[config.mk]
export PLATFORM = sky130hd
export DESIGN_NAME = jlink_ctrl
export DESIGN_NICKNAME = d
export VERILOG_FILES = /design/src/rtl/jlink_pkg.sv /design/src/rtl/jlink_decode.sv /design/src/rtl/jlink_target.sv /design/src/rtl/jlink_pcreg.sv /design/src/rtl/jlink_ctrl.sv
export SDC_FILE = /design/constraint.sdc
export NUM_CORES = 1
export LEC_CHECK = 0
export BUFFER_PORTS_ARGS = -buffer_cell sky130_fd_sc_hd__clkbuf_2
export CAP_MARGIN = 40
export CORE_ASPECT_RATIO = 1.2
export CORE_MARGIN = 3
export CORE_UTILIZATION = 40
export CTS_CLUSTER_DIAMETER = 150
export DETAILED_ROUTE_END_ITERATION = 8
export GPL_TIMING_DRIVEN = 0
export PLACE_DENSITY = 0.77
export SLEW_MARGIN = 20
export SYNTH_ARGS = -nofsm -noshare
export SYNTH_HDL_FRONTEND = slang
export SYNTH_SLANG_ARGS = --single-unit
[constraint.sdc]
create_clock -name clk -period 7.3 [get_ports clk]
set_input_delay 0.365 -clock clk [delete_from_list [all_inputs] [get_ports clk]]
set_output_delay 0.365 -clock clk [all_outputs]
set_load 0.1 [all_outputs]
[src/rtl/jlink_pkg.sv]
package jlink_pkg;
   localparam int INSN_W = 32;
   localparam int REG_W  = 5;
   localparam logic [6:0] OPC_DJUMP = 7'b1101111;
   localparam logic [6:0] OPC_IJUMP = 7'b1100111;

   typedef enum logic [1:0] {
      FLOW_SEQ   = 2'd0,
      FLOW_DJUMP = 2'd1,
      FLOW_IJUMP = 2'd2,
      FLOW_BAD   = 2'd3
   } flow_e;
endpackage

[src/rtl/jlink_decode.sv]
module jlink_decode
   import jlink_pkg::*;
#(
   parameter int XLEN = 32
) (
   input  logic [INSN_W-1:0] instr,
   output flow_e             flow,
   output logic [REG_W-1:0]  rd,
   output logic [XLEN-1:0]   imm_dj,
   output logic [XLEN-1:0]   imm_ij
);
   logic [2:0] subfn;

   assign subfn = instr[14:12];
   assign rd    = instr[11:7];

   // scrambled 21-bit offset, reassembled high to low
   assign imm_dj = {{(XLEN-21){instr[31]}}, instr[31], instr[19:12],
                    instr[20], instr[30:21], 1'b0};
   assign imm_ij = {{(XLEN-12){instr[31]}}, instr[31:20]};

   always_comb begin
      unique case (instr[6:0])
         OPC_DJUMP: flow = FLOW_DJUMP;
         OPC_IJUMP: flow = (subfn == 3'b000) ? FLOW_IJUMP : FLOW_BAD;
         default:   flow = FLOW_SEQ;
      endcase
   end
endmodule

[src/rtl/jlink_target.sv]
module jlink_target
   import jlink_pkg::*;
#(
   parameter int XLEN        = 32,
   parameter bit SHARE_ADDER = 1'b1
) (
   input  flow_e           flow,
   input  logic [XLEN-1:0] pc,
   input  logic [XLEN-1:0] rs1_val,
   input  logic [XLEN-1:0] imm_dj,
   input  logic [XLEN-1:0] imm_ij,
   output logic [XLEN-1:0] jump_tgt,
   output logic [XLEN-1:0] seq_pc
);
   localparam logic [XLEN-1:0] PC_STEP = XLEN'(4);

   logic indirect;
   assign indirect = (flow == FLOW_IJUMP);
   assign seq_pc   = pc + PC_STEP;

   generate
      if (SHARE_ADDER) begin : g_shared
         logic [XLEN-1:0] base, offs, sum;
         assign base     = indirect ? rs1_val : pc;
         assign offs     = indirect ? imm_ij  : imm_dj;
         assign sum      = base + offs;
         assign jump_tgt = {sum[XLEN-1:1], sum[0] & ~indirect};
      end else begin : g_split
         logic [XLEN-1:0] sum_dj, sum_ij;
         assign sum_dj   = pc + imm_dj;
         assign sum_ij   = rs1_val + imm_ij;
         assign jump_tgt = indirect ? {sum_ij[XLEN-1:1], 1'b0} : sum_dj;
      end
   endgenerate
endmodule

[src/rtl/jlink_pcreg.sv]
module jlink_pcreg #(
   parameter int              XLEN      = 32,
   parameter logic [XLEN-1:0] RESET_VEC = '0
) (
   input  logic            clk,
   input  logic            rst,
   input  logic            load,
   input  logic [XLEN-1:0] d,
   output logic [XLEN-1:0] q
);
   always_ff @(posedge clk) begin
      if (rst)       q <= RESET_VEC;
      else if (load) q <= d;
   end
endmodule

[src/rtl/jlink_ctrl.sv]
module jlink_ctrl
   import jlink_pkg::*;
#(
   parameter int          XLEN        = 32,
   parameter logic [31:0] RESET_VEC   = 32'h0000_0000,
   parameter bit          SHARE_ADDER = 1'b1
) (
   input  logic              clk,
   input  logic              rst,
   input  logic              valid_i,
   input  logic [31:0]       instr_i,
   input  logic [31:0]       rs1_data_i,
   output logic [31:0]       pc_o,
   output logic [31:0]       next_pc_o,
   output logic [31:0]       link_data_o,
   output logic [4:0]        rd_idx_o,
   output logic              rd_we_o,
   output logic              illegal_o
);
   localparam logic [XLEN-1:0] PC_STEP = XLEN'(4);

   generate
      if (XLEN != 32) begin : g_bad_xlen
         $error("jlink_ctrl: XLEN must be 32");
      end
      if (RESET_VEC[1:0] != 2'b00) begin : g_bad_vec
         $error("jlink_ctrl: RESET_VEC must be word aligned");
      end
   endgenerate

   flow_e            flow;
   logic [REG_W-1:0] rd;
   logic [XLEN-1:0]  imm_dj, imm_ij, jump_tgt, seq_pc, pc_q;
   logic             is_jump, load;

   jlink_decode #(.XLEN(XLEN)) u_dec (
      .instr(instr_i), .flow(flow), .rd(rd),
      .imm_dj(imm_dj), .imm_ij(imm_ij)
   );

   jlink_target #(.XLEN(XLEN), .SHARE_ADDER(SHARE_ADDER)) u_tgt (
      .flow(flow), .pc(pc_q), .rs1_val(rs1_data_i),
      .imm_dj(imm_dj), .imm_ij(imm_ij),
      .jump_tgt(jump_tgt), .seq_pc(seq_pc)
   );

   assign is_jump = (flow == FLOW_DJUMP) || (flow == FLOW_IJUMP);

   always_comb begin
      next_pc_o = pc_q;
      if (valid_i) begin
         unique case (flow)
            FLOW_SEQ:               next_pc_o = seq_pc;
            FLOW_DJUMP, FLOW_IJUMP: next_pc_o = jump_tgt;
            default:                next_pc_o = pc_q;
         endcase
      end
   end

   assign load        = valid_i && (flow != FLOW_BAD);
   assign link_data_o = seq_pc;
   assign rd_idx_o    = rd;
   assign rd_we_o     = valid_i && !rst && is_jump && (rd != '0);
   assign illegal_o   = valid_i && (flow == FLOW_BAD);
   assign pc_o        = pc_q;

   jlink_pcreg #(.XLEN(XLEN), .RESET_VEC(RESET_VEC)) u_pc (
      .clk(clk), .rst(rst), .load(load), .d(next_pc_o), .q(pc_q)
   );


   idle_hold_chk: assert property (@(posedge clk) disable iff (rst)
      !valid_i |=> $stable(pc_o));

   seq_step_chk: assert property (@(posedge clk) disable iff (rst)
      (valid_i && flow == FLOW_SEQ) |=> (pc_o == $past(pc_o) + PC_STEP));

   x0_nowrite_chk: assert property (@(posedge clk) disable iff (rst)
      rd_we_o |-> (rd_idx_o != '0));

   ijump_even_chk: assert property (@(posedge clk) disable iff (rst)
      (valid_i && flow == FLOW_IJUMP) |-> !next_pc_o[0]);

   bad_quiet_chk: assert property (@(posedge clk) disable iff (rst)
      illegal_o |-> (!rd_we_o && next_pc_o == pc_o));

   bad_hold_chk: assert property (@(posedge clk) disable iff (rst)
      illegal_o |=> $stable(pc_o));

   jump_load_chk: assert property (@(posedge clk) disable iff (rst)
      (valid_i && is_jump) |=> (pc_o == $past(next_pc_o)));
endmodule

* After elaboration in Yosys (flattened, before gate mapping)
Index checks and enable logic that the tools add are counted. Widths: inputs -> output; s select.
Operators by class: add/subtract/negate cells 2, multipliers 0, div/mod/pow operators 0, order comparisons 0, equality and inequality tests 6, shift-type cells 0, multiplexer cells 6, bitwise logic cells 2, reduce and logical (&&, ||, !) cells 11
Operators with widths (number):
- $mux 32 | 2
- $pmux 32 s2 | 1
- $add 32x3->32 const B | 1
- $add 32x32->32 | 1
- $mux 20 | 1
- $eq 7x7->1 const B | 2
- $logic_and 1x1->1 | 5
- $reduce_bool 5->1 | 1
- $eq 2x2->1 const B | 2
- $pmux 2 s2 | 1
- $logic_not 3->1 | 1
- $eq 2x1->1 const B | 1
- $logic_not 2->1 | 1
- $ne 2x2->1 const B | 1
- $reduce_or 2->1 | 1
- $and 1x1->1 | 1
- $logic_not 1->1 | 1
- $logic_or 1x1->1 | 1
- $mux 1 | 1
- $not 1->1 | 1
Word-level totals: register bits after elaboration 32, latch bits 0, memory bits (writable) 0, memory bits (read-only) 0, input bits 67, output and inout bits 103, word-level logic and storage cells 28, memories kept 0

* Depth between registers and ports, before layout
Gate-level depths: netlist (run 1).
word-level depth 9, gate-level depth with buffers 17, gate-level depth less buffers 15

* Hierarchy
Synthesis (run 1) repeated with hierarchy kept, for this count alone.
Second synthesis, totals: cells, all modules 636, area, all modules 5571.6 um2
Modules (own cells, without submodules):
- jlink_target | times used 1, cells an instance 373, area an instance 2894.0 um2, seq. area each 0.0 um2
- jlink_pcreg | times used 1, cells an instance 103, area an instance 1163.6 um2, seq. area each 640.6 um2
- jlink_ctrl | times used 1, cells an instance 85, area an instance 955.9 um2, seq. area each 0.0 um2
- jlink_decode | times used 1, cells an instance 75, area an instance 558.0 um2, seq. area each 0.0 um2

* Worst setup path before layout (run 1)
No wires, ideal clock.
kind input -> output, from input instr_i[12], to output next_pc_o[22], data arrival time 5.802 ns, data required time 6.935 ns, setup slack 1.133 ns, stages 14, path buffers 2, cells stage by stage o41ai_1 -> ha_1 -> buf_1 -> clkbuf_1 -> mux2_2 -> ha_1 -> fa_1 -> nand3_2 -> a2111oi_4 -> o21ai_0 -> a31oi_1 -> nor2_1 -> xnor2_1 -> o21ai_0
On the way: word-level cells in the longest chain between the ends 8, elaborated cells on any way between the ends 12, those cells by class 1 x add/sub; 2 x eq/ne; 6 x mux; 3 x reduce/logical
Ends and longest elaborated chain:
- from (decl) | RTL line jlink_ctrl.sv:11 | input logic [31:0] instr_i,
- $logic_not 3->1 | RTL line jlink_decode.sv:25 | OPC_IJUMP: flow = (subfn == 3'b000) ? FLOW_IJUMP : FLOW_BAD;
- $mux 1 | RTL line jlink_decode.sv:25
- $pmux 2 s2 | RTL line jlink_decode.sv:23 | unique case (instr[6:0])
- $eq 2x2->1 | RTL line jlink_target.sv:18, jlink_ctrl.sv:52
- $mux 32 / $mux 20 (equally long branches) | RTL line jlink_target.sv:24, jlink_target.sv:25
- $add 32x32->32 | RTL line jlink_target.sv:26 | assign sum = base + offs;
- $pmux 32 s2 (*) | RTL line jlink_ctrl.sv:52 | unique case (flow)
- $mux 32 (*) | RTL line jlink_ctrl.sv:51 | if (valid_i) begin
- to (decl) | RTL line jlink_ctrl.sv:14 | output logic [31:0] next_pc_o,
Every way passes the cells marked *; elsewhere a longest branch is shown, timed or not.

* Worst setup path after layout (run 1)
from input instr_i[12], to output next_pc_o[26]
Same word-level chain as after synthesis.

==> summary.md, run 1 <==
| Metric | Value |
|---|---|
| Status | `complete, no violations` |
| ANT cells | `0` |
| Final Max Slew Viols | `0` |
| Maximum achievable frequency | `about 160 MHz` |
| Cell variety after synth | `76` |
| Kind of critical path | `primary input to primary output` |
| Final setup TNS | `0 ns` |
| NumNets Final | `just under 1000` |
| WP data arrival | `between 5 and 6 ns` |
| Slew @ Worst Pin | `0.834 ns` |
| Total wire length | `around 20000 µm` |
| Pin count of the biggest net entering global routing | `14` |
| DRT antenna net count | `0` |
| Hold-fix buffers, CTS | `0` |
| CTS sink cnt | `32` |
| Final global-route overflow total | `0` |
| Dominant synthesized flop cell | `dfxtp_1` |
| Vias/cell | `roughly 5.8` |
| Port Buf Inserts | `168` |
| Initial antenna violation count | `0` |
| GR Util met2 | `0.484` |
| First-pass DRT Iterations | `5` |
| Postcts setup bufs | `0` |
| Maximum VDD drop | `~0.11 mV` |
| Overall routing resource usage | `0.289` |
| Worst skew pair latency | `0.29 ns` |
| Final worst-path cycle share | `0.857` |
| Initial drt markers | `between 400 and 500` |
| Clock buffer depth | `2` |
| GRT met1 Usage | `0.332` |
| WL per Instance | `19.6 µm` |
| Period minus WS final | `6.26 ns` |
| Hold WC Path Type | `flop to flop` |
| RSZ-0062 raised after global routing | `no` |
| CTS tree | `yes` |
| Power Density | `approximately 120 mW/mm²` |
| Largest area contributor in the netlist | `dfxtp_1` |
| YS warnings | `0` |
| Post-Syn Instances | `between 600 and 700` |
| Max-slew headroom | `0.436` |
| Die X | `around 110 µm` |
| Clock-pin slew on the worst setup and hold paths | `roughly 0.06 ns` |
| Root Buffer | `clkbuf_16` |
| Post-Syn Nets | `between 700 and 800` |
| Die H | `roughly 130 µm` |
| Rows | `43` |
| Boundary Pins | `170` |
| Crit path max fanout | `10` |
| Flip-flop count of the largest register after layout | `32` |
| Initial Util | `0.417` |
| Setup crit end kind | `primary output` |
| Ranking of synthesized cells by area | `dfxtp_1, ha_1, nand2_1, a21oi_1, mux2_2` |
| First-pass GRT wire length | `between 30000 and 40000 µm` |
| Asr flop ratio synth | `0` |
| Busiest grt layer | `met2` |
| Die area | `between 0.01 and 0.015 mm²` |
| #FFs+latches synth | `32` |
| Most frequent cells in the layout | `clkbuf_2, nand2_1, a21oi_1` |
| Most common cell after layout, fill and taps aside | `clkbuf_2` |
| Final hold violation count | `0` |
| Htree depth | `2` |
| Min Hold Slack | `just under 0.6 ns` |
| Final setup violation count | `0` |
| Post-synth EDFFs | `0` |
| DP HPWL | `about 16000 µm` |
| Share of cells above drive strength 1 | `0.273` |
| Post-CTS Resized | `0` |
| Post-Syn Area | `between 0.004 and 0.005 mm²` |
| TritonCTS Buffers | `5` |
| Core ar. | `roughly 0.012 mm²` |
| Met3 Use GR | `0.0531` |
| Worst clock skew | `~0.0063 ns` |
| Post-Synthesis Mean Instance Area | `slightly above 7 µm²` |
| Leakage power | `3.03 nW` |
| GP Congestion | `just under 1` |
| Synth top area share | `0.130` |
| Fillcell total | `1242` |
| Startpoint types | `primary input` |
| Most flop-heavy register | `u_pc.q` |
| Seq/Total Area, Yosys | `0.130` |
| Max-cap violations | `0` |
| Area growth, synth to finish | `24.4%` |
| Data required, critical path | `6.93 ns` |
| # DRC | `0` |
| Largest regs | `u_pc.q (32)` |
| Vias in the first global route | `slightly below 6000` |
| Vias | `roughly 6000` |
cell families after synthesis:
logic type,share of synthesized area
buffers and inverters,0.0728
muxes,0.0718
DFF,0.130
AOI/OAI and AO/OA,0.266
and+or+nand+nor,0.281
xor gates and xnor gates,0.0749
adders and majority gates,0.103
layer usage:
metal / part of all wire / routed length (µm)
met1: 0.38 / 7700
met2: 0.47 / 9350
met3: 0.077 / 1550
met4: 0.074 / 1490
met5: 0 / 0
synth_stat cells, drive strengths merged, types with 3 or more instances:
cell and instances:
a21oi 62, or4 3, xor2 11, o211ai 5
nor2b 3, a21boi 6, nand3 25, or2 4
mux2 26, nor4 7, nand4 18, nand2b 6
mux2i 6, a22o 3, a2bb2oi 5, nor3 19
ha 39, a21o 15, and3 7, a22oi 4
o21a 6, o21bai 3, clkbuf 27, a211oi 5
dfxtp 32, nand3b 5, and2 22, nor2 35
nand2 89, and4 6, o21ai 47, xnor2 31
o221ai 3, o22ai 5, inv 38, a31oi 7
buf 19, or3 6
power breakdown:
group	total (mW)	switching (mW)	internal, mW
logic	0.295	0.223	0.0727
registers	0.186	0.00708	0.179
clock network	0.252	0.0907	0.161
total	0.733	0.320	0.412
critical path: stages:
cell	delay [ns]
clkbuf_2	0.09
o41ai_1	0.60
ha_1	0.31
buf_1	0.51
clkbuf_1	0.59
mux2_2	0.42
ha_1	0.38
nand2_1	0.14
a2111oi_4	0.44
o21ai_0	0.27
a31oi_1	0.39
nor3_1	0.10
nor4b_1	0.75
nor2_1	0.11
clkbuf_2	0.40
path summary, 6_finish.rpt:
kind               start             to  slack [ns]  cells past startpoint
max          instr_i[12]  next_pc_o[26]        1.04                     15
min           u_pc.q[11]     u_pc.q[11]        0.60                      2
max reg2reg    u_pc.q[7]     u_pc.q[26]        3.62                     11
min reg2reg   u_pc.q[11]     u_pc.q[11]        0.60                      2
stage by stage:
step	worst slack [ns]	cells	instance area (µm²)	utilization	power (mW)
final	1.04	1025	6110	0.519	0.733
after global routing	0.685	1025	6110	0.519	0.761
after CTS	1.11	1025	6110	0.519	0.731
after detailed placement	1.11	1017	5950	0.505	0.481
after global placement	1.12	1017	5950	0.505	0.480
after floorplan	1.13	692	4910	-	0.408
cell type report:
cell class	instances	area, µm²	share of cell area
inverters	38	143	0.0233
clock inverters	2	35.0	0.00573
flip-flops and latches	32	641	0.105
clock buffers	6	129	0.0211
well taps	157	196	0.0321
multi-input cells	576	3920	0.640
repair buffers	168	841	0.138
plain buffers	46	215	0.0352
No activity file was read; power rests on OpenSTA's default activity.
==> run 2: changes to the inputs <==
--- a/config.mk
+++ b/config.mk
@@ -5,6 +5,7 @@
 export SDC_FILE = /design/constraint.sdc
 export NUM_CORES = 1
 export LEC_CHECK = 0
+export ABC_AREA = 1
 export BUFFER_PORTS_ARGS = -buffer_cell sky130_fd_sc_hd__clkbuf_2
 export CAP_MARGIN = 40
 export CORE_ASPECT_RATIO = 1.2
@@ -13,7 +14,8 @@
 export CTS_CLUSTER_DIAMETER = 150
 export DETAILED_ROUTE_END_ITERATION = 8
 export GPL_TIMING_DRIVEN = 0
-export PLACE_DENSITY = 0.77
+export PLACE_DENSITY = 0.76
+export RECOVER_POWER = 50
 export SLEW_MARGIN = 20
 export SYNTH_ARGS = -nofsm -noshare
 export SYNTH_HDL_FRONTEND = slang
==> run 2 against run 1 <==
  * Sequential power increased by 8%
  * Clock-buffer cell count increased by 1
  * Clock skew decreased by 0.0019 ns
  * First-iteration DRC count decreased by 28%
  * Area after synthesis increased by 14%
==> summary.md, run 2 <==
| Metric | Value |
|---|---|
| Sw Ratio | `0.547` |
| Slew @ Worst Pin | `between 1 and 1.5 ns` |
| Dominant synthesized flop cell | `dfxtp_1` |
| DRT antenna net count | `0` |
| Largest regs | `u_pc.q (32)` |
| Post-Syn Area | `around 0.0056 mm²` |
| Seq/Total Area, Yosys | `0.115` |
| Post-Syn Nets | `about 1200` |
| Power share of the combinational group | `0.564` |
| #FFs+latches synth | `32` |
| Initial drt markers | `347` |
| Hold WC Path Type | `primary input to flop` |
| Max-slew headroom | `0.193` |
| Setup crit end kind | `primary output` |
| Root Buffer | `clkbuf_16` |
| CTS sink cnt | `32` |
| Initial Util | `0.415` |
| Vias | `7234` |
| Flop pwr share | `0.189` |
| Worst skew pair latency | `between 0.2 and 0.3 ns` |
| Post-Synthesis Mean Instance Area | `~5 µm²` |
| Main combinational cell family by area after synthesis | `simple AND/OR/NAND/NOR gates` |
| Clock power frac | `0.247` |
| Vias in the first global route | `between 6000 and 7000` |
| GP Congestion | `0.971` |
| Placement Setup Slack | `2.23 ns` |
| Adder-Cell Fraction of Synth Area | `0.0910` |
| Fin cells | `around 1400` |
| Power Density | `158 mW/mm²` |
| Worst clock skew | `0.00444 ns` |
| Die X | `roughly 110 µm` |
| Synth top area share | `0.270` |
| Synth Area in XOR/XNOR | `0.0278` |
| Postcts setup bufs | `0` |
| Flip-flop count of the largest register after layout | `32` |
| Count leader, synth | `nand2_1` |
| Maximum VDD drop | `roughly 0.19 mV` |
| DP HPWL | `roughly 19000 µm` |
| Final hold violation count | `0` |
| YS warnings | `0` |
| Hold-fix buffers, CTS | `0` |
| Rows | `46` |
| Maximum achievable frequency | `between 150 and 200 MHz` |
| Post-Syn Instances | `between 1000 and 1500` |
| Initial antenna violation count | `0` |
| Switching pwr | `around 0.58 mW` |
| Vias/cell | `~5.1` |
| Most frequent cells after synthesis | `nand2_1, inv_1, nor2_1` |
| Die H | `~140 µm` |
| Overall routing resource usage | `0.284` |
| Ranking of synthesized cells by area | `nand2_1, inv_1, dfxtp_1, ha_1, nor2_1` |
| Final setup violation count | `0` |
| Startpoint types | `primary input` |
| Total wire length | `22300 µm` |
| RSZ-0062 raised after global routing | `no` |
| Die area | `approximately 0.015 mm²` |
| Cell variety after synth | `48` |
| Pin count of the biggest net entering global routing | `14` |
| Most common cell after layout, fill and taps aside | `nand2_1` |
| Clock buffer depth | `2` |
| NumNets Final | `1367` |
| Most flop-heavy register | `u_pc.q` |
| WP data arrival | `around 4.8 ns` |
| TritonCTS Buffers | `5` |
| Post-synthesis compound-gate area fraction | `0.101` |
| Clock-pin slew on the worst setup and hold paths | `0.05 ns` |
| First-pass DRT Iterations | `5` |
| WL per Instance | `~16 µm` |
| Htree depth | `2` |
| Area growth, synth to finish | `20.7%` |
| Max-cap violations | `0` |
| Kind of critical path | `primary input to primary output` |
| Final setup TNS | `0 ns` |
| Setup ws final | `2.18 ns` |
| Final Cell Area | `0.00674 mm²` |
| Simple-gate share of the synthesized area | `0.501` |
| Share of cells above drive strength 1 | `0.127` |
| Core ar. | `around 0.013 mm²` |
| Fillcell total | `about 1600` |
| Design internal power | `~0.48 mW` |
| ANT cells | `0` |
| Final global-route overflow total | `0` |
| Leakage power | `3.90 nW` |
| Largest area contributor in the netlist | `nand2_1` |
| Most frequent cells in the layout | `nand2_1, inv_1, nor2_1` |
| Total power | `approximately 1.1 mW` |
| Dpl cells | `roughly 1400` |
| Placed cell area | `0.00664 mm²` |
| R2R Setup Slk | `approximately 4.7 ns` |
| Data required, critical path | `between 6 and 7 ns` |
| Mux cell area share after synthesis | `0` |
| Post-synth EDFFs | `0` |
| First-pass GRT wire length | `34300 µm` |
| Post-CTS Resized | `0` |
| Boundary Pins | `170` |
| Status | `complete, no violations` |
| Asr flop ratio synth | `0` |
| CTS tree | `yes` |
| Final Max Slew Viols | `0` |
| Crit path max fanout | `10` |
| Port Buf Inserts | `169` |
| Final worst-path cycle share | `0.701` |
| # DRC | `0` |
| Period minus WS final | `5.12 ns` |
## run 2: cell types whose count changed after synthesis, moves of 20 or more
cell	change
nor2_1	+79
nand3_1	+51
and2_1	-20
xnor2_1	-30
inv_1	+162
mux2_2	-26
a21oi_1	-21
nand2_1	+313
## run 2: critical path, stage by stage
cell and delay [ns]:
clkbuf_2 0.07, nand2_1 0.04, nor2_1 0.07, inv_1 0.05
nor4_1 0.43, ha_1 0.24, clkbuf_1 0.38, inv_1 0.20
nor2_1 0.62, nor2_1 0.09, ha_1 0.41, nand2_1 0.10
nor2_1 0.22, and2_1 0.16, nand2_1 0.05, nand2_1 0.18
nand2_1 0.10, nand3_1 0.08, nand3_1 0.18, nand2_1 0.15
nand2_1 0.07, inv_1 0.05, clkbuf_2 0.44
## run 2: cells by family (layout without fill, tap and decap cells)
group,after synthesis,after routing
xor gates and xnor gates,16,16
DFF,32,32
buffers and inverters,235,412
adders and majority gates,40,40
and+or+nand+nor,657,657
AOI/OAI and AO/OA,104,104
## run 2: path summary, 6_finish.rpt
check / startpoint / end / cells after the start
worst max-delay path: instr_i[6] / next_pc_o[21] / 23
worst min-delay path: rst / u_pc.q[3] / 2
worst max register to register: u_pc.q[4] / u_pc.q[15] / 14
worst min register to register: u_pc.q[0] / u_pc.q[0] / 2
## run 2: per-stage QoR
stage / util / hold WS (ns)
2_1_floorplan: - / 0.437
3_3_place_gp: 0.493 / 0.537
3_5_place_dp: 0.493 / 0.534
4_1_cts: 0.507 / 0.337
5_1_grt: 0.500 / 0.352
6_report: 0.500 / 0.336
## run 2: cell type report
| type | count | area [µm²] | share of cell area |
|---|---|---|---|
| Sequential cell | 32 | 641 | 0.0950 |
| Inverter | 205 | 774 | 0.115 |
| Multi-Input combinational cell | 817 | 4030 | 0.597 |
| Clock buffer | 7 | 153 | 0.0226 |
| Clock inverter | 1 | 30.0 | 0.00446 |
| Buffer | 30 | 144 | 0.0213 |
| Timing Repair Buffer | 169 | 763 | 0.113 |
| Tap cell | 168 | 210 | 0.0312 |
## run 2: power groups by stage
stage | sequential [mW] | combinational, mW | clock (mW)
5_1_grt | 0.203 | 0.642 | 0.272
3_3_place_gp | 0.204 | 0.596 | 0
3_5_place_dp | 0.204 | 0.600 | 0
6_report | 0.201 | 0.599 | 0.263
4_1_cts | 0.201 | 0.602 | 0.265
2_1_floorplan | 0.277 | 0.407 | 0
## run 2: per-layer routing
layer,up-vias,wire length [µm],GRT usage
met5,-,0,0
met4,0,1060,0.127
met3,66,1410,0.0411
met2,266,10500,0.483
met1,3225,9320,0.356
li1,3677,-,-
==> run 3: changes to the inputs <==
==> constraint.sdc (replaced) <==
create_clock -name clk -period 4.75 [get_ports clk]
set_input_delay 0.2375 -clock clk [delete_from_list [all_inputs] [get_ports clk]]
set_output_delay 0.2375 -clock clk [all_outputs]
set_load 0.1 [all_outputs]
==> run 3 against run 2 <==
  * Largest power group unchanged
  * Total power rose by 54%
  * Register-to-register slack got worse by 2.7 ns
  * Clock power rose by 52%
  * Cell count did not move
  * Critical endpoint is now next_pc_o[30]
  * Via count fell by 0.28%
  * Global-route usage rose by 0.14 points
  * Critical path depth rose by 2
  * First-iteration DRC count rose by 41%
  * Largest cell class unchanged
  * Combinational power rose by 55%
  * Worst hold slack got worse by 0.12 ns
  * Die area did not move
==> summary.md, run 3 (synthesized netlist as in run 2, its figures left out) <==
| Metric | Value |
|---|---|
| CP bufs+invs | `7` |
| NumNets Final | `around 1400` |
| Initial Util | `0.415` |
| Status | `complete, no violations` |
| Maximum VDD drop | `0.282 mV` |
| Boundary Pins | `170` |
| Dpl cells | `1421` |
| Power Density | `240 mW/mm²` |
| Worst clock skew | `a little under 0.004 ns` |
| Final worst-path cycle share | `0.941` |
| Clock power frac | `0.245` |
| Setup crit end kind | `primary output` |
| Share of cells above drive strength 1 | `0.154` |
| Most common cell after layout, fill and taps aside | `nand2_1` |
| Min Hold Slack | `approximately 0.22 ns` |
| Vias in the first global route | `approximately 7000` |
| First-pass GRT wire length | `approximately 35000 µm` |
| Most flop-heavy register | `u_pc.q` |
| CTS tree | `yes` |
| Max-slew headroom | `0.186` |
| CTS sink cnt | `32` |
| First-pass DRT Iterations | `7` |
| Htree depth | `2` |
| Design internal power | `~0.75 mW` |
| ANT cells | `0` |
| Highest routing layer actually used | `met4` |
| RSZ-0062 raised after global routing | `yes` |
| FF-to-FF path depth | `16` |
| Maximum achievable frequency | `roughly 220 MHz` |
| DRT antenna net count | `0` |
| Kind of critical path | `primary input to primary output` |
| Clock-pin slew on the worst setup and hold paths | `0.05 ns` |
| Slew @ Worst Pin | `between 1 and 1.5 ns` |
| WP data arrival | `4.23 ns` |
| Data required, critical path | `around 4.5 ns` |
| Metal2 WL | `approximately 11000 µm` |
| Total power | `~1.6 mW` |
| CP Depth | `25` |
| Power share of the combinational group | `0.567` |
| Root Buffer | `clkbuf_16` |
| Core ar. | `0.0135 mm²` |
| CP max-delay cell | `fa_1` |
| Switching pwr | `~0.9 mW` |
| GP Congestion | `approximately 0.98` |
| Die H | `roughly 140 µm` |
| Met1 wire length | `9330 µm` |
| Vias | `a little over 7000` |
| Final global-route overflow total | `0` |
| Initial drt markers | `about 500` |
| Sw Ratio | `0.546` |
| Vias/cell | `5.05` |
| Worst skew pair latency | `approximately 0.28 ns` |
| Final Max Slew Viols | `0` |
| Final setup violation count | `0` |
| Largest regs | `u_pc.q (32)` |
| Slowest stage delay, CP | `between 0.4 and 0.5 ns` |
| Period minus WS final | `4.47 ns` |
| Die X | `roughly 110 µm` |
| Hold WC Path Type | `primary input to flop` |
| Total wire length | `approximately 22000 µm` |
| Met3 routed WL | `1410 µm` |
| Port Buf Inserts | `~170` |
| Rows | `46` |
| DP HPWL | `~19000 µm` |
| Crit path max fanout | `10` |
| Setup ws final | `~0.28 ns` |
| Clock buffer depth | `2` |
| # DRC | `0` |
| Final setup TNS | `0 ns` |
| Max-cap violations | `0` |
| Area growth, synth to finish | `22.4%` |
| Hold Path Depth | `2` |
| Placement Setup Slack | `-0.116 ns` |
| Flip-flop count of the largest register after layout | `32` |
| Final hold violation count | `0` |
| Fin cells | `between 1000 and 1500` |
| Initial antenna violation count | `0` |
| Leakage power | `between 3 and 4 nW` |
| Startpoint types | `primary input` |
| TritonCTS Buffers | `5` |
| WL per Instance | `roughly 16 µm` |
| Pin count of the biggest net entering global routing | `14` |
| Die area | `between 0.015 and 0.02 mm²` |
| Most frequent cells in the layout | `nand2_1, inv_1, clkbuf_2` |
| Flop pwr share | `0.189` |
| CP most frequent cell | `nand2_1` |
| Overall routing resource usage | `0.286` |
| Family with the most delay on the worst path | `simple AND/OR/NAND/NOR gates` |
run 3: cell count changes in the layout (fill, tap and decap cells not counted), moves of 2 or more:
cell | previous run | this run
clkbuf_1 | 85 | 61
clkbuf_2 | 103 | 120
a21oi_1 | 40 | 37
a21oi_2 | 1 | 4
buf_2 | 4 | 7
clkbuf_4 | 0 | 3
xor2_1 | 13 | 11
xor2_2 | 2 | 4
run 3: path summary, 6_finish.rpt:
check	from	end	slack, ns
worst max-delay path	instr_i[3]	next_pc_o[30]	0.28
worst min-delay path	rst	u_pc.q[3]	0.22
worst max register to register	u_pc.q[3]	u_pc.q[22]	1.99
worst min register to register	u_pc.q[0]	u_pc.q[0]	0.56
run 3: timing repair:
action / CTS / global route
setup buffers: 0 / 0
hold buffers: 0 / 0
setup endpoints to repair: 3 / 21
pin swaps: 0 / 0
gates resized for setup: 4 / 17
run 3: final cells by class:
class	instances	area, µm²
Fill cell	1558	6640
Clock buffer	7	153
Inverter	205	774
Sequential cell	32	641
Buffer	30	149
Multi-Input combinational cell	817	4080
Timing Repair Buffer	169	798
Tap cell	168	210
Clock inverter	1	30.0
run 3: per-stage QoR:
step / cell area [µm²] / util
2_1_floorplan: 5620 / -
3_3_place_gp: 6680 / 0.496
3_5_place_dp: 6680 / 0.496
4_1_cts: 6870 / 0.510
5_1_grt: 6830 / 0.507
6_report: 6830 / 0.507
run 3: power by group through the flow:
stage | sequential (mW) | clock (mW) | combinational [mW]
global route | 0.312 | 0.415 | 0.993
detailed placement | 0.315 | 0 | 0.926
global placement | 0.315 | 0 | 0.921
floorplan | 0.426 | 0 | 0.629
CTS | 0.309 | 0.403 | 0.930
finish | 0.310 | 0.401 | 0.930
run 3: metal layers:
layer | global-route usage | up-vias
li1 | - | 3663
met1 | 0.367 | 3201
met2 | 0.493 | 291
met3 | 0.0174 | 59
met4 | 0.125 | 0
met5 | 0 | -
